===== config.mk =====
export PLATFORM = sky130hd
export DESIGN_NAME = acc_unit
export DESIGN_NICKNAME = d
export VERILOG_FILES = /design/src/rtl/acc_pkg.sv /design/src/rtl/acc_negate.sv /design/src/rtl/acc_saturate.sv /design/src/rtl/acc_status.sv /design/src/rtl/acc_unit.sv
export SDC_FILE = /design/constraint.sdc
export NUM_CORES = 1
export LEC_CHECK = 0
export ABC_AREA = 1
export BUFFER_PORTS_ARGS = -buffer_cell sky130_fd_sc_hd__buf_4
export CAP_MARGIN = 20
export CORE_MARGIN = 2
export CORE_UTILIZATION = 59
export DETAILED_ROUTE_END_ITERATION = 12
export MAX_ROUTING_LAYER = met4
export PLACE_DENSITY_LB_ADDON = 0.3
export SYNTH_ARGS = -nofsm -noshare
export SYNTH_HDL_FRONTEND = slang
export SYNTH_SLANG_ARGS = --single-unit

===== constraint.sdc =====
create_clock -name clk -period 6.3 [get_ports clk]
set_input_delay 1.26 -clock clk [delete_from_list [all_inputs] [get_ports clk]]
set_output_delay 1.26 -clock clk [all_outputs]
set_load 0.005 [all_outputs]

===== src/rtl/acc_pkg.sv =====
package acc_pkg;

    localparam int DATA_W = 32;
    localparam int BYTE_W = 8;
    localparam int HALF_W = 16;
    localparam int OP_W   = 3;
    localparam int SAT_N  = 4;

    typedef enum logic [OP_W-1:0] {
        OP_NEG   = 3'd0,
        OP_SATB  = 3'd1,
        OP_SATBU = 3'd2,
        OP_SATH  = 3'd3,
        OP_SATHU = 3'd4,
        OP_NOT   = 3'd5
    } acc_op_e;

    typedef struct packed {
        logic ovf;
        logic aovf;
    } acc_flags_t;

    typedef struct packed {
        logic ovf;
        logic aovf;
        logic sovf;
        logic saovf;
    } acc_status_t;

    // Saturator i serves opcode i+1: even i signed, i < 2 byte width
    function automatic int sat_width(input int idx);
        return (idx < 2) ? BYTE_W : HALF_W;
    endfunction

    function automatic bit sat_signed(input int idx);
        return (idx % 2) == 0;
    endfunction

endpackage


===== src/rtl/acc_negate.sv =====
module acc_negate
    import acc_pkg::*;
#(
    parameter int W = DATA_W
) (
    input  logic [W-1:0] din,
    output logic [W-1:0] dout,
    output acc_flags_t   flags
);
    localparam logic [W-1:0] MOST_NEG = {1'b1, {(W-1){1'b0}}};

    always_comb begin
        dout       = '0 - din;
        flags.ovf  = (din == MOST_NEG);
        // doubling the result and XOR-ing exposes the top two bits differing
        flags.aovf = dout[W-1] ^ dout[W-2];
    end
endmodule


===== src/rtl/acc_saturate.sv =====
module acc_saturate
    import acc_pkg::*;
#(
    parameter int W      = DATA_W,
    parameter int SAT_W  = BYTE_W,
    parameter bit SIGNED = 1'b1
) (
    input  logic [W-1:0] din,
    output logic [W-1:0] dout
);
    generate
        if (SIGNED) begin : g_signed
            localparam logic signed [W-1:0] HI = W'((64'sd1 <<< (SAT_W-1)) - 64'sd1);
            localparam logic signed [W-1:0] LO = W'(-(64'sd1 <<< (SAT_W-1)));
            logic signed [W-1:0] low_cl;
            always_comb begin
                low_cl = ($signed(din) < LO) ? LO : $signed(din);
                dout   = (low_cl > HI) ? HI : low_cl;
            end
        end else begin : g_unsigned
            localparam logic [W-1:0] HI = W'((64'd1 << SAT_W) - 64'd1);
            always_comb dout = (din > HI) ? HI : din;
        end
    endgenerate
endmodule


===== src/rtl/acc_status.sv =====
module acc_status
    import acc_pkg::*;
(
    input  logic        clk,
    input  logic        rst,
    input  logic        upd,
    input  acc_flags_t  nflags,
    output acc_status_t st
);
    always_ff @(posedge clk) begin
        if (rst) begin
            st <= '0;
        end else if (upd) begin
            st.ovf   <= nflags.ovf;
            st.aovf  <= nflags.aovf;
            st.sovf  <= st.sovf  | nflags.ovf;
            st.saovf <= st.saovf | nflags.aovf;
        end
    end
endmodule


===== src/rtl/acc_unit.sv =====
module acc_unit
    import acc_pkg::*;
(
    input  logic              clk,
    input  logic              rst,
    input  logic              in_valid,
    input  logic [OP_W-1:0]   in_op,
    input  logic [DATA_W-1:0] in_data,
    output logic              out_valid,
    output logic [DATA_W-1:0] out_data,
    output logic              out_ovf,
    output logic              out_aovf,
    output logic              out_sovf,
    output logic              out_saovf
);
    logic [DATA_W-1:0] neg_res;
    acc_flags_t        neg_flags;
    logic [DATA_W-1:0] sat_res [SAT_N];
    logic [DATA_W-1:0] nxt_data;
    logic              flag_upd;
    acc_status_t       st;

    acc_negate #(.W(DATA_W)) u_neg (
        .din   (in_data),
        .dout  (neg_res),
        .flags (neg_flags)
    );

    generate
        for (genvar i = 0; i < SAT_N; i++) begin : g_sat
            acc_saturate #(
                .W      (DATA_W),
                .SAT_W  (sat_width(i)),
                .SIGNED (sat_signed(i))
            ) u_sat (
                .din  (in_data),
                .dout (sat_res[i])
            );
        end
    endgenerate

    always_comb begin
        nxt_data = in_data;
        flag_upd = 1'b0;
        case (in_op)
            OP_NEG: begin
                nxt_data = neg_res;
                flag_upd = in_valid;
            end
            OP_SATB:  nxt_data = sat_res[0];
            OP_SATBU: nxt_data = sat_res[1];
            OP_SATH:  nxt_data = sat_res[2];
            OP_SATHU: nxt_data = sat_res[3];
            OP_NOT:   nxt_data = ~in_data;
            default:  nxt_data = in_data;
        endcase
    end

    acc_status u_status (
        .clk    (clk),
        .rst    (rst),
        .upd    (flag_upd),
        .nflags (neg_flags),
        .st     (st)
    );

    always_ff @(posedge clk) begin
        if (rst) begin
            out_valid <= 1'b0;
            out_data  <= '0;
        end else begin
            out_valid <= in_valid;
            if (in_valid) out_data <= nxt_data;
        end
    end

    assign out_ovf   = st.ovf;
    assign out_aovf  = st.aovf;
    assign out_sovf  = st.sovf;
    assign out_saovf = st.saovf;
endmodule


# [After elaboration in Yosys (flattened, before gate mapping)]
# Index checks and enable logic that the tools add are counted.
[totals] ff_bits=37 inputBits=38 output_inout_bits=37 word_cells=32
[classes] addsub=1 order_cmp=6 eq_ne=6 mux=8 bitwise_logic=4 reduce_logical=1
[op_table] cell="32-bit 2-to-1 mux" count=6
[op_table] cell="32-bit one-hot mux with 6 select lines" count=1
[op_table] cell="32-bit by 16-bit > comparator with 1-bit output, second input constant" count=2
[op_table] cell="32-bit by 8-bit > comparator with 1-bit output, second input constant" count=2
[op_table] cell="32-bit == test, second input constant" count=1
[op_table] cell="32-bit by 16-bit less-than comparator with 1-bit output, second input constant" count=1
[op_table] cell="32-bit by 8-bit less-than comparator with 1-bit output, second input constant" count=1
[op_table] cell="32-bit NOT" count=1
[op_table] cell="1-bit by 32-bit subtractor with 32-bit output, first input constant" count=1
[op_table] cell="3-bit by 2-bit == test with 1-bit output, second input constant" count=2
[op_table] cell="3-bit == test, second input constant" count=2
[op_table] cell="3-bit by 1-bit == test with 1-bit output, second input constant" count=1
[op_table] cell="3-bit logical NOT" count=1
[op_table] cell="1-bit bitwise OR" count=2
[op_table] cell="1-bit 2-to-1 mux" count=1
[op_table] cell="1-bit bitwise XOR" count=1

# [Longest topological paths before layout]
# Gate-level depths: netlist of run 1.
[logic_depth] word_depth=5 mapped_depth=18 depth_no_buf=16

# [By module]
# A second synthesis of run 1 with hierarchy kept.
[hier_totals] cells_unflattened=1181 area_unflattened_um2=6576.3
[by_module_without_submodules] mod="acc_unit" n_inst=1 cells_each=653 area_each_um2=3626.0 seq_area_each_um2=660.6
[by_module_without_submodules] mod="acc_negate" n_inst=1 cells_each=161 area_each_um2=859.6 seq_area_each_um2=0.0
[by_module_without_submodules] mod="acc_saturate at g_sat[0].u_sat" n_inst=1 cells_each=124 area_each_um2=639.4 seq_area_each_um2=0.0
[by_module_without_submodules] mod="acc_saturate at g_sat[2].u_sat" n_inst=1 cells_each=101 area_each_um2=554.3 seq_area_each_um2=0.0
[by_module_without_submodules] mod="acc_saturate at g_sat[3].u_sat" n_inst=1 cells_each=65 area_each_um2=420.4 seq_area_each_um2=0.0
[by_module_without_submodules] mod="acc_saturate at g_sat[1].u_sat" n_inst=1 cells_each=62 area_each_um2=350.3 seq_area_each_um2=0.0
[by_module_without_submodules] mod="acc_status" n_inst=1 cells_each=15 area_each_um2=126.4 seq_area_each_um2=80.1

# [Worst setup path after synthesis of run 1]
# No wires, ideal clock.
[synth_timing] path_type="input port to flip-flop" startpoint="in in_data[23]" endpoint="reg out_data[11]" setup_time_ps=117 arrival_ps=3266 t_required_ps=6183 setup_slack_ps=2917 path_stages=17 path_buffers=3 path_cell_list="buf_2 > nand4_1 > nor4_1 > nand2_1 > ha_1 > buf_2 > nor2_1 > nand2_1 > nor2_1 > nand3_1 > nand2_2 > buf_4 > o21ai_0 > nand2_1 > nand4_1 > nor3_1 > nor2_1"
[synth_between] elab_chain_len=5 word_cells_on_any_way=13 cone_classes="order compare (6); mux (7)"
[synth_rtl] element="start: declaration" line_no="acc_unit.sv:8" text="input logic [DATA_W-1:0] in_data,"
[synth_rtl] element="32-bit by 16-bit less-than comparator with 1-bit output or 32-bit by 8-bit less-than comparator with 1-bit output (tied branches)" line_no="acc_saturate.sv:17" text="low_cl = ($signed(din) < LO) ? LO : $signed(din);"
[synth_rtl] element="32-bit 2-to-1 mux" line_no="acc_saturate.sv:17"
[synth_rtl] element="32-bit by 16-bit > comparator with 1-bit output or 32-bit by 8-bit > comparator with 1-bit output (tied branches)" line_no="acc_saturate.sv:18" text="dout = (low_cl > HI) ? HI : low_cl;"
[synth_rtl] element="32-bit 2-to-1 mux" line_no="acc_saturate.sv:18"
[synth_rtl] element="32-bit one-hot mux with 6 select lines *" line_no="acc_unit.sv:45" text="case (in_op)"
[synth_rtl] element="end signal: assignment" line_no="acc_unit.sv:73" text="if (in_valid) out_data <= nxt_data;"
[synth_rtl] element="end: declaration" line_no="acc_unit.sv:10" text="output logic [DATA_W-1:0] out_data,"
# Mark *: on every way between the ends. The rest lies on a longest branch, timed or not.
# A chain may end at the register's enable or synchronous reset.

# [Worst setup path in the final report of run 1]
[layout_timing] startpoint="in in_data[21]" endpoint="reg out_data[29]"
# The elaborated chain is that of the path after synthesis.

==> results of run 1 <==
-- state kept, by name (all words and copies together) (netlist names) --
signal       flops
out_data        32
out_valid        1
u_status.st      4
-- critical path, stage by stage --
cell and delay, ns:
buf_4 0.13, nand4_1 0.13, nor4_1 0.43, nand3_1 0.16, ha_1 0.90, inv_2 0.17
nand4_1 0.15, nor2_1 0.06, nand2_2 0.08, nand2_4 0.15, nand2_4 0.22, nand2_1 0.14
o21ai_0 0.18, nand3_1 0.11, nand2_1 0.09, inv_1 0.04
-- logic make-up after synthesis --
logic type                 after synthesis  synth area share [%]
AOI/OAI and AO/OA                      159                  20.8
xor gates and xnor gates                 4                 0.863
adders and majority gates                3                 0.925
buffers and inverters                  113                  12.6
DFF                                     37                  18.3
and+or+nand+nor                        413                  46.5
-- cells in the final DEF, fill, tap and decap left out, types with 7 or more instances in the layout --
master,netlist,routed
nand2_2,7,7
nand2_1,170,170
nor2_2,18,18
a21oi_1,50,50
o211ai_1,10,10
o22ai_1,8,8
nor2_1,104,104
inv_1,43,43
buf_4,2,75
dfxtp_1,37,37
o21ai_1,14,14
nor3_1,16,16
o21ai_0,72,72
inv_2,24,24
nand3_1,57,57
nor2_4,7,7
nand4_1,20,20
-- worst paths after layout --
kind                                       end  slack [ns]  cells past startpoint
worst max register to register    out_data[16]        5.48                      4
worst min-delay path            u_status.st[1]        0.46                      2
worst max-delay path              out_data[29]        2.13                     16
worst min register to register  u_status.st[1]        0.46                      2
-- metal layers --
| layer | vias up | share of wire (%) | track usage (%) |
|---|---|---|---|
| met1 | 2380 | 37 | 48.5 |
| li1 | 2488 | - | - |
| met5 | - | 0 | - |
| met2 | 359 | 46 | 64.5 |
| met4 | 0 | 7.6 | 29.0 |
| met3 | 106 | 8.8 | 5.40 |
-- cell type report --
| cell class | instances | area (um^2) | area share (%) |
|---|---|---|---|
| Timing Repair Buffer | 75 | 563 | 12.2 |
| Sequential cell | 37 | 741 | 16.1 |
| Clock inverter | 2 | 37.5 | 0.815 |
| Tap cell | 80 | 100 | 2.17 |
| Multi-Input combinational cell | 579 | 2810 | 60.9 |
| Clock buffer | 6 | 82.6 | 1.79 |
| Inverter | 73 | 274 | 5.95 |
-- power by group --
group,switching [mW],internal [mW]
clock network,0.102,0.129
registers,0.00858,0.250
logic,0.149,0.0849
total,0.259,0.464
==> impl_metrics.yaml, run 1 <==
run_status:
  status: "finished, final reports clean"
power_and_ir_drop:
  p_leak_nw: 2.07
  irDropWorstVdd_uv: 104
  totalPowerFinal_uw: 723
  p_per_area_nw_per_um2: 157
sta:
  setup_ws_ns: 2.13
  relSlewSlack_pct: 39.3
  setup_tns_ns: 0
  fin_skew_ns: 0
  tightest_slew_ns: 0.909
  layout_worst_path_cycle_share_pct: 66.2
  max_clock_freq_mhz: 240
  holdWs_ns: 0.461
  finalMaxSlewViolations: 0
  hold_viol_final: 0
  setup_violations: 0
  rsz0062_at_grt: "false"
  min_period_ns: 4.17
drt:
  drc: 0
  routedWlPerCell_um: 17.5
  vias: 5333
  routed_wl_mm: 14.9
  vias_per_cell: 6.26
  drtAntennaViolNets: 0
  drt-initial-drc-count: 574
  drtPass1Iterations: 7
global_routing:
  grt_pass1_vias: 5003
  grt_max_degree: 42
  grt_pass1_wl_mm: 23.8
  gr-total-overflow: 0
  grt_util_all_layers_pct: 41.2
  antenna_found_initial: 0
die:
  start_util_pct: 60.4
  die_height_um: 86.9
  ios: 75
  num_rows: 30
  die_area_um2: 7560
  core_area_um2: 6720
  die_x_um: 86.9
clock_tree:
  worstSkewPairLatency_ns: 0.30
  clock-root-buffer: "clkbuf_8"
  clockBufferDepth: 2
  cts_tree: "yes"
  postCtsHoldBufs: 0
  cts-htree-levels: 2
  ctsResizeCount: 0
  cts_setup_buffers: 0
  path_clk_slew_ns: 0.08
  numCtsBuffers: 5
  clock_sinks: 37
placement:
  placed_cells: 844
  dp_slack_ns: 1.94
  globalplace.congestion: 1.05
  postPlaceCellArea_um2: 4480
  io_buffers: 74
  dp_hpwl_mm: 10.8
logic_synthesis:
  seq_area_frac_synth_pct: 18.3
  yosys-top-cells-count: "nand2_1 (170), nor2_1 (104), o21ai_0 (72)"
  synth.distinct_cells: 32
  yosysTopAreaCell: "dfxtp_1"
  ys_seq_elements: 37
  netlist.area_leader.share_pct: 18.3
  synth-async-reset-ratio_pct: 0
  yosysWarnings: 0
  synth_nets: 770
  synth_flop_cell: "dfxtp_1"
  synth.avg_cell_area_um2: 5.57
  synth_edf_count: 0
  netlist_instances: 729
  synth.cell_area_um2: 4060
  synth_area_leaders: "dfxtp_1 (18%), nand2_1 (16%), nor2_1 (9.6%)"
  synth.most_common_cell: "nand2_1"
hold_path:
  hp-start: "u_status.st[1]"
  hold_path_class: "reg -> reg"
worst_setup_path:
  worstSetupPathType: "in -> reg"
  critPathMaxFanout: 23
  critPathRequiredTime_ns: 6.51
  critPathLaunchType: "input pin"
  arrival_ns: 4.38
  crit_start: "in_data[21]"
  rr_startpoint: "out_data[16]"
  worst_setup_path_end_kind: "flop"
finish:
  utilization_pct: 68.5
  diodes: 0
  fill_cells: 639
  finalNetCount: 812
  areaGrowthSynthToFinish_pct: 13.4
  final_layout_size_suffix_gt1_share_pct: 19.4
  post-route-cell-area_um2: 4600
  final_cells: 852
job:
  drv_cap: 0
Power figures use the tool's default switching activity.
==> inputs of run 2 (changes only) <==
CORE_UTILIZATION = 57   (was 59)
clock period = 4.3 ns   (was 6.3 ns; I/O delays follow)
==> run 2 against run 1 <==
Total power up 46%. Via count down 1.5%. Die area up 3.3%. Clock power up 44%. Clock skew unchanged. Critical path depth unchanged.
==> impl_metrics.yaml, run 2 (synthesis results as in run 1) <==
placement:
  globalplace.congestion: 1.12
  postPlaceCellArea_um2: 4540
  dp_slack_ns: 0.540
  io_buffers: 74
  dp_hpwl_mm: 11.0
drt:
  drc: 0
  wl_met3_mm: 1.40
  routedWlPerCell_um: 17.0
  dr.max_layer_used: "met4"
  routed_wl_mm: 14.9
  wl_met1_mm: 5.61
  vias_per_cell: 6.01
  drtPass1Iterations: 6
  wl_met2_mm: 6.89
  drt-initial-drc-count: 720
  drtAntennaViolNets: 0
  vias: 5251
worst_setup_path:
  arrival_ns: 3.69
  critPathTopFamily: "simple AND/OR/NAND/NOR gates"
  worst_setup_path_end_kind: "flop"
  r2r-end: "out_data[31]"
  worstSetupPathType: "in -> reg"
  critPathMaxFanout: 18
  rrSetupSlack_ns: 3.60
  path_buf_inv: 3
  rr_startpoint: "out_data[31]"
  crit_chain: "buf_4 > nand4_1 > nor4_1 > nand3_1 > ha_1 > inv_2 > nand4_1 > nor2_1 > nand2_2 > nand2_4 > nand2_4 > nand2_1 > o21ai_0 > nand3_1 > nand2_1 > inv_1"
  reg2reg_depth: 4
  cp_slowest_cell: "ha_1"
  critPathRequiredTime_ns: 4.51
  critPathLaunchType: "input pin"
  slowest_delay_ns: 0.67
sta:
  setup_violations: 0
  relSlewSlack_pct: 36.7
  layout_worst_path_cycle_share_pct: 81.0
  finalMaxSlewViolations: 0
  min_period_ns: 3.49
  tightest_slew_ns: 0.948
  fin_skew_ns: 0
  hold_viol_final: 0
  rsz0062_at_grt: "false"
  max_clock_freq_mhz: 287
  setup_tns_ns: 0
  setup_ws_ns: 0.815
power_and_ir_drop:
  p_leak_nw: 2.09
  totalPowerFinal_mw: 1.06
  p_per_area_nw_per_um2: 227
  irDropWorstVdd_uv: 156
finish:
  post-route-cell-area_um2: 4660
  largest_register_ff_count: 32
  largest_register: "out_data"
  final_layout_size_suffix_gt1_share_pct: 19.9
  layout_commonest_cell: "nand2_1"
  diodes: 0
  final_cell_mix: "nand2_1 (170), nor2_1 (104), buf_4 (80), o21ai_0 (72), nand3_1 (57)"
  utilization_pct: 68.2
  finalNetCount: 817
  areaGrowthSynthToFinish_pct: 14.7
  largest_registers: "out_data: 32 flops, u_status.st: 4 flops, out_valid: 1 flops"
global_routing:
  antenna_found_initial: 0
  grt_util_all_layers_pct: 39.9
  grt_max_degree: 42
  grt_pass1_wl_mm: 23.7
  grt_pass1_vias: 4926
  gr-total-overflow: 0
clock_tree:
  cts-htree-levels: 2
  clock-root-buffer: "clkbuf_8"
  ctsResizeCount: 0
  clock_sinks: 37
  postCtsHoldBufs: 0
  cts_tree: "yes"
  numCtsBuffers: 5
  path_clk_slew_ns: 0.09
  cts_setup_buffers: 0
  worstSkewPairLatency_ns: 0.30
  clockBufferDepth: 2
die:
  die_height_um: 88.4
  start_util_pct: 59.4
  ios: 75
  die_x_um: 88.4
  die_area_um2: 7810
  num_rows: 30
  core_area_um2: 6830
hold_path:
  min_path_cells: 2
  hp-start: "u_status.st[1]"
  hold_end: "u_status.st[1]"
  hold_path_class: "reg -> reg"
job:
  drv_cap: 0
run_status:
  status: "finished, final reports clean"
==> run 2: cell count changes in the layout (fill, tap and decap cells not counted), sizes merged <==
cell,delta
buf,+5
clkbuf,-1
clkinv,+1
==> run 2: worst max path at each step <==
stage | cells past startpoint | to | slack, ns | from
2_1_floorplan | 17 | out_data[11] | 1.32 | in_data[23]
3_3_place_gp | 16 | out_data[25] | 0.72 | in_data[16]
3_5_place_dp | 16 | out_data[25] | 0.54 | in_data[16]
4_1_cts | 16 | out_data[25] | 0.86 | in_data[16]
5_1_grt | 16 | out_data[29] | 0.60 | in_data[16]
6_report | 16 | out_data[25] | 0.81 | in_data[16]
==> run 2: area by class of cell <==
type	instances	area, um^2
inverter	73	274
multi-input combinational	579	2810
clock buffer	5	68.8
clock inverter	3	46.3
fill	685	2180
timing repair buffer	80	601
tap	96	120
sequential	37	741
==> run 2: layer usage <==
| metal | track usage [%] | up-vias |
|---|---|---|
| li1 | - | 2502 |
| met1 | 46.0 | 2289 |
| met2 | 65.9 | 369 |
| met3 | 5.22 | 91 |
| met4 | 24.1 | 0 |
| met5 | - | - |
==> run 2: worst reg2reg max path, cell delays in order, from the launching register on <==
cell and delay [ns]:
dfxtp_1 0.33, nor2_1 0.08, nor2_1 0.04, o21ai_0 0.08, inv_1 0.06
==> run 2: per-stage QoR <==
step / hold WS, ns / cells
2_1_floorplan: 0.447 / 729
3_3_place_gp: 0.440 / 865
3_5_place_dp: 0.445 / 865
4_1_cts: 0.459 / 873
5_1_grt: 0.491 / 873
6_report: 0.462 / 873
==> run 2: power breakdown <==
group / internal [mW] / switching (mW)
sequential: 0.366 / 0.0121
combinational: 0.127 / 0.219
clock: 0.174 / 0.158
